`src/rtl/ras_pkg.sv`:
```
package ras_pkg;

    typedef enum logic [1:0] {
        JK_NONE = 2'b00,
        JK_JAL  = 2'b01,
        JK_JALR = 2'b10,
        JK_RSVD = 2'b11
    } jump_kind_e;

    typedef struct packed {
        logic push;
        logic pop;
    } stack_op_t;

endpackage

```
`src/rtl/ras_decode.sv`:
```
module ras_decode
    import ras_pkg::*;
#(
    parameter int REG_W  = 5,
    parameter int RA_IDX = 1
) (
    input  logic             instr_valid,
    input  logic [1:0]       jmp_kind,
    input  logic [REG_W-1:0] rd_idx,
    input  logic [REG_W-1:0] rs1_idx,
    output stack_op_t        op
);

    localparam logic [REG_W-1:0] LINK_REG = REG_W'(RA_IDX);

    jump_kind_e kind;
    logic       links;

    always_comb begin
        kind    = jump_kind_e'(jmp_kind);
        links   = (kind == JK_JAL) || (kind == JK_JALR);
        op.push = instr_valid && links && (rd_idx == LINK_REG);
        op.pop  = instr_valid && (kind == JK_JALR) && (rs1_idx == LINK_REG);
    end

endmodule

```
`src/rtl/ras_stack.sv`:
```
module ras_stack
    import ras_pkg::*;
#(
    parameter int DEPTH = 8,
    parameter int XLEN  = 32
) (
    input  logic            clk,
    input  logic            rst,
    input  stack_op_t       op,
    input  logic [XLEN-1:0] push_val,
    output logic            top_valid,
    output logic [XLEN-1:0] top_val
);

    localparam int PTR_W = (DEPTH > 1) ? $clog2(DEPTH) : 1;
    localparam int CNT_W = $clog2(DEPTH + 1);
    localparam logic [PTR_W-1:0] LAST_IDX = PTR_W'(DEPTH - 1);
    localparam logic [CNT_W-1:0] FULL_CNT = CNT_W'(DEPTH);

    typedef struct packed {
        logic [DEPTH-1:0][XLEN-1:0] slot;
        logic [PTR_W-1:0]           ptr;
        logic [CNT_W-1:0]           cnt;
    } stk_t;

    stk_t st_d, st_q;
    logic [PTR_W-1:0] top_idx;
    logic             has_entry;

    function automatic logic [PTR_W-1:0] ptr_inc(input logic [PTR_W-1:0] p);
        return (p == LAST_IDX) ? '0 : p + PTR_W'(1);
    endfunction

    function automatic logic [PTR_W-1:0] ptr_dec(input logic [PTR_W-1:0] p);
        return (p == '0) ? LAST_IDX : p - PTR_W'(1);
    endfunction

    always_comb begin
        top_idx   = ptr_dec(st_q.ptr);
        has_entry = (st_q.cnt != '0);
        top_valid = has_entry;
        top_val   = st_q.slot[top_idx];

        st_d = st_q;
        if (op.pop && op.push && has_entry) begin
            st_d.slot[top_idx] = push_val;
        end else begin
            if (op.pop && has_entry) begin
                st_d.ptr = top_idx;
                st_d.cnt = st_q.cnt - CNT_W'(1);
            end
            if (op.push) begin
                st_d.slot[st_q.ptr] = push_val;
                st_d.ptr = ptr_inc(st_q.ptr);
                st_d.cnt = (st_q.cnt == FULL_CNT) ? st_q.cnt : st_q.cnt + CNT_W'(1);
            end
        end
    end

    always_ff @(posedge clk) begin
        if (rst) begin
            st_q <= '0;
        end else begin
            st_q <= st_d;
        end
    end

endmodule

```
`src/rtl/ras_predictor.sv`:
```
module ras_predictor
    import ras_pkg::*;
#(
    parameter int DEPTH  = 8,
    parameter int XLEN   = 32,
    parameter int REG_W  = 5,
    parameter int RA_IDX = 1
) (
    input  logic             clk,
    input  logic             rst,
    input  logic             instr_valid,
    input  logic [1:0]       jmp_kind,
    input  logic [REG_W-1:0] rd_idx,
    input  logic [REG_W-1:0] rs1_idx,
    input  logic [XLEN-1:0]  pc,
    output logic             ret_hit,
    output logic             pred_valid,
    output logic [XLEN-1:0]  pred_pc
);

    stack_op_t       op;
    logic            top_valid;
    logic [XLEN-1:0] top_val;
    logic [XLEN-1:0] link_addr;

    ras_decode #(
        .REG_W  (REG_W),
        .RA_IDX (RA_IDX)
    ) u_decode (
        .instr_valid (instr_valid),
        .jmp_kind    (jmp_kind),
        .rd_idx      (rd_idx),
        .rs1_idx     (rs1_idx),
        .op          (op)
    );

    ras_stack #(
        .DEPTH (DEPTH),
        .XLEN  (XLEN)
    ) u_stack (
        .clk       (clk),
        .rst       (rst),
        .op        (op),
        .push_val  (link_addr),
        .top_valid (top_valid),
        .top_val   (top_val)
    );

    always_comb begin
        link_addr  = pc + XLEN'(4);
        ret_hit    = op.pop;
        pred_valid = op.pop && top_valid;
        pred_pc    = pred_valid ? top_val : '0;
    end

endmodule

```
`config.mk`:
```
export PLATFORM = sky130hd
export DESIGN_NAME = ras_predictor
export DESIGN_NICKNAME = d
export VERILOG_FILES = /design/src/rtl/ras_pkg.sv /design/src/rtl/ras_decode.sv /design/src/rtl/ras_stack.sv /design/src/rtl/ras_predictor.sv
export SDC_FILE = /design/constraint.sdc
export NUM_CORES = 1
export LEC_CHECK = 0
export BUFFER_PORTS_ARGS = -buffer_cell sky130_fd_sc_hd__buf_4
export CAP_MARGIN = 5
export CORE_MARGIN = 5
export CORE_UTILIZATION = 30
export CTS_BUF_LIST = sky130_fd_sc_hd__clkbuf_4 sky130_fd_sc_hd__clkbuf_8
export DETAILED_ROUTE_END_ITERATION = 8
export GPL_TIMING_DRIVEN = 1
export PLACE_DENSITY_LB_ADDON = 0.25
export REMOVE_ABC_BUFFERS = 1
export SLEW_MARGIN = 20
export SYNTH_ARGS = -nofsm -noshare
export SYNTH_HDL_FRONTEND = slang
export SYNTH_SLANG_ARGS = --single-unit
```
`constraint.sdc`:
```
create_clock -name clk -period 11.4 [get_ports clk]
set_input_delay 2.85 -clock clk [delete_from_list [all_inputs] [get_ports clk]]
set_output_delay 2.85 -clock clk [all_outputs]
set_load 0.01 [all_outputs]
```
==> metrics.txt <==
Die W=206 µm; Clock Skews=0.0327 ns; Pwr Density=151 nW/µm²; first-pass GRT wire length=61.2 mm; Synth warnings=0; unrepaired setup endpoints after global routing=false; die height=206 µm; Largest regs=u_stack.st_q: 263 flops; FP Rows=71; fmax=118 MHz; first-pass detailed-route iteration total=5; largest area contributor in the netlist=dfxtp_1; root buffer cell=clkbuf_8; clock buffer count from CTS=44; CP most frequent cell=buf_4; placed cell area=12,400 µm²; CP cell instances=buf_4 > inv_1 > ha_1 > or4b_1 > or3_1 > buf_4 > clkinv_4 > o221ai_1 > nor4_1 > buf_4; Worst-Skew Late Latency=0.56 ns; HPWL after DPL=23.0 mm; Finished Core Util=35.4%; Post-Route WL=40.2 mm; core area=37,700 µm²; WS Path Type=input pin to primary output; Setup crit start kind=input pin; Max Cap Viol=0; worst ir drop on vdd=0.0000693 V; Worst Max-Slew Pin Slew=1.06 ns; port buffer count=80; share of layout cells above drive strength 1=13.3%; final setup violation count=0; Tot Pwr=2.01 mW; cts repair resizes=0; leakage=4.38 nW; sequential element share of the synthesized area=45.9%; ys async rst share=0%; Setup TNS Final=0 ns; CTS Sinks=263; crit path max-delay cell type=or4b_1; gr usage total=18.5%; Mapped Avg Cell Area=8.13 µm²; final hold vios=0; Post-synth EDFFs=0; clk slew on worst S/H paths=0.06 ns; number of global-route vias before repair=9,923; initial antenna violation count=0; diode count=0; crit path time final=8.46 ns; CP endpoint kind=primary output; Area Growth Syn to Fin=16.2%; top-area cell type share of the netlist area=45.9%; worst path required time=8.55 ns; cells on worst reg2reg path=9; ys flop type=dfxtp_1; I/O Pins=81; CTS hold repair buffers=0; status=finished, final reports clean; Starting Density=30.4%; synthesized instance count=1,410; Routed Antenna Nets=0; htree depth=2; Mapped Area=11,500 µm²; Hold Slack=0.450 ns; largest net degree at the start of global routing=114; DRC Markers=0; Die ar.=42,200 µm²; Max stage delay on crit path=0.49 ns; grt total ovfl=0; Clock Tree Buf Depth=3; Routed WL per cell=20.2 µm; Slew headroom=29.0%; Finished Cell Area=13,300 µm²; Iter 0 DRT Violations=880; Synth area leaders=dfxtp_1 46%, nand2_1 10%, a211oi_1 7.1%; via count=10,600; distinct cell type count after synthesis=46; Slew Viols, Final=0; Worst Path Arrival=5.61 ns; type of the most critical hold path=register to register; max reg flops=263; maximum fanout along the worst path=39; routability cong.=0.805; CTS tree=yes; routed vias/inst=5.31; Hold Crit Depth=2; largest register by flop count=u_stack.st_q; final worst-path cycle share=74.2%; Nets=1,504; Setup Fix Bufs, Post-CTS=0; Seq cells post-synth=263
## power breakdown
| group | switching (mW) | internal [mW] |
|---|---|---|
| combinational | 0.123 | 0.0517 |
| sequential | 0.00194 | 0.921 |
| clock | 0.380 | 0.533 |
| total | 0.505 | 1.51 |
## kinds of logic (layout without fill, tap and decap cells)
| family | count (synthesis) | after routing | synth area share (%) |
|---|---|---|---|
| AOI/OAI and AO/OA | 399 | 399 | 21.6 |
| xor gates and xnor gates | 29 | 29 | 2.22 |
| adders and majority gates | 9 | 9 | 1.05 |
| buffers and inverters | 116 | 183 | 5.16 |
| DFF | 263 | 263 | 45.9 |
| muxes | 17 | 17 | 2.15 |
| and+or+nand+nor | 577 | 577 | 21.9 |
## final timing paths
kind / start / slack, ns / to
max: jmp_kind[0] / 2.94 / pred_pc[26]
min: u_stack.st_q[79] / 0.45 / u_stack.st_q[79]
max reg2reg: u_stack.st_q[4] / 8.01 / u_stack.st_q[134]
min reg2reg: u_stack.st_q[79] / 0.45 / u_stack.st_q[79]
## worst max-delay path: cells and delay by family
kind                     cells  cell delay (ns)
adder cells (fa/ha/maj)      1             0.12
buffers and inverters        5             1.06
AO/OA/AOI/OAI                1             0.22
AND/OR/NAND/NOR              3             1.33
## layer usage
metal,track usage [%],part of all wire [%]
met5,0,0
met4,4.78,2.0
met3,2.63,6.1
met2,30.9,47
met1,25.1,45
## area by class of cell
class	count	area, µm²
Timing Repair Buffer	101	762
Clock inverter	8	119
Tap cell	511	639
Fill cell	3931	24300
Clock buffer	67	835
Inverter	7	31.3
Sequential cell	263	5270
Multi-Input combinational cell	1031	5670
## Yosys cell counts (all sizes together), types with 2 or more instances
| cell type | number |
|---|---|
| nor2 | 127 |
| o22ai | 114 |
| and3 | 14 |
| buf | 37 |
| xnor2 | 7 |
| ha | 8 |
| dfxtp | 263 |
| nand3b | 2 |
| o221ai | 13 |
| clkbuf | 72 |
| a211oi | 108 |
| nor3b | 10 |
| mux2 | 8 |
| nand4 | 23 |
| nor2b | 7 |
| inv | 6 |
| nand3 | 17 |
| or3 | 6 |
| a21oi | 157 |
| xor2 | 22 |
| nand2 | 313 |
| nand2b | 12 |
| nor4 | 21 |
| mux2i | 9 |
| nor3 | 20 |
| o21ai | 2 |
| and4 | 2 |
## cell usage in the layout, fill, tap and decap left out, types with 14 or more instances in the layout
cell,netlist,layout
nand2_1,313,313
and3_1,14,14
buf_4,7,100
nor2_1,127,127
xor2_1,22,22
clkbuf_4,0,14
a21oi_1,157,157
nor4_1,20,20
dfxtp_1,263,263
o22ai_1,114,114
clkbuf_8,0,53
nand3_1,17,17
nand4_1,23,23
nor3_1,20,20
a211oi_1,108,108
## through the flow
stage | worst slack (ns) | cells
floorplan | 3.44 | 1301
global placement | 2.99 | 1913
detailed placement | 2.94 | 1913
CTS | 2.92 | 1988
global route | 2.77 | 1988
finish | 2.94 | 1988
Note: power is estimated with default switching activity, not from simulation.
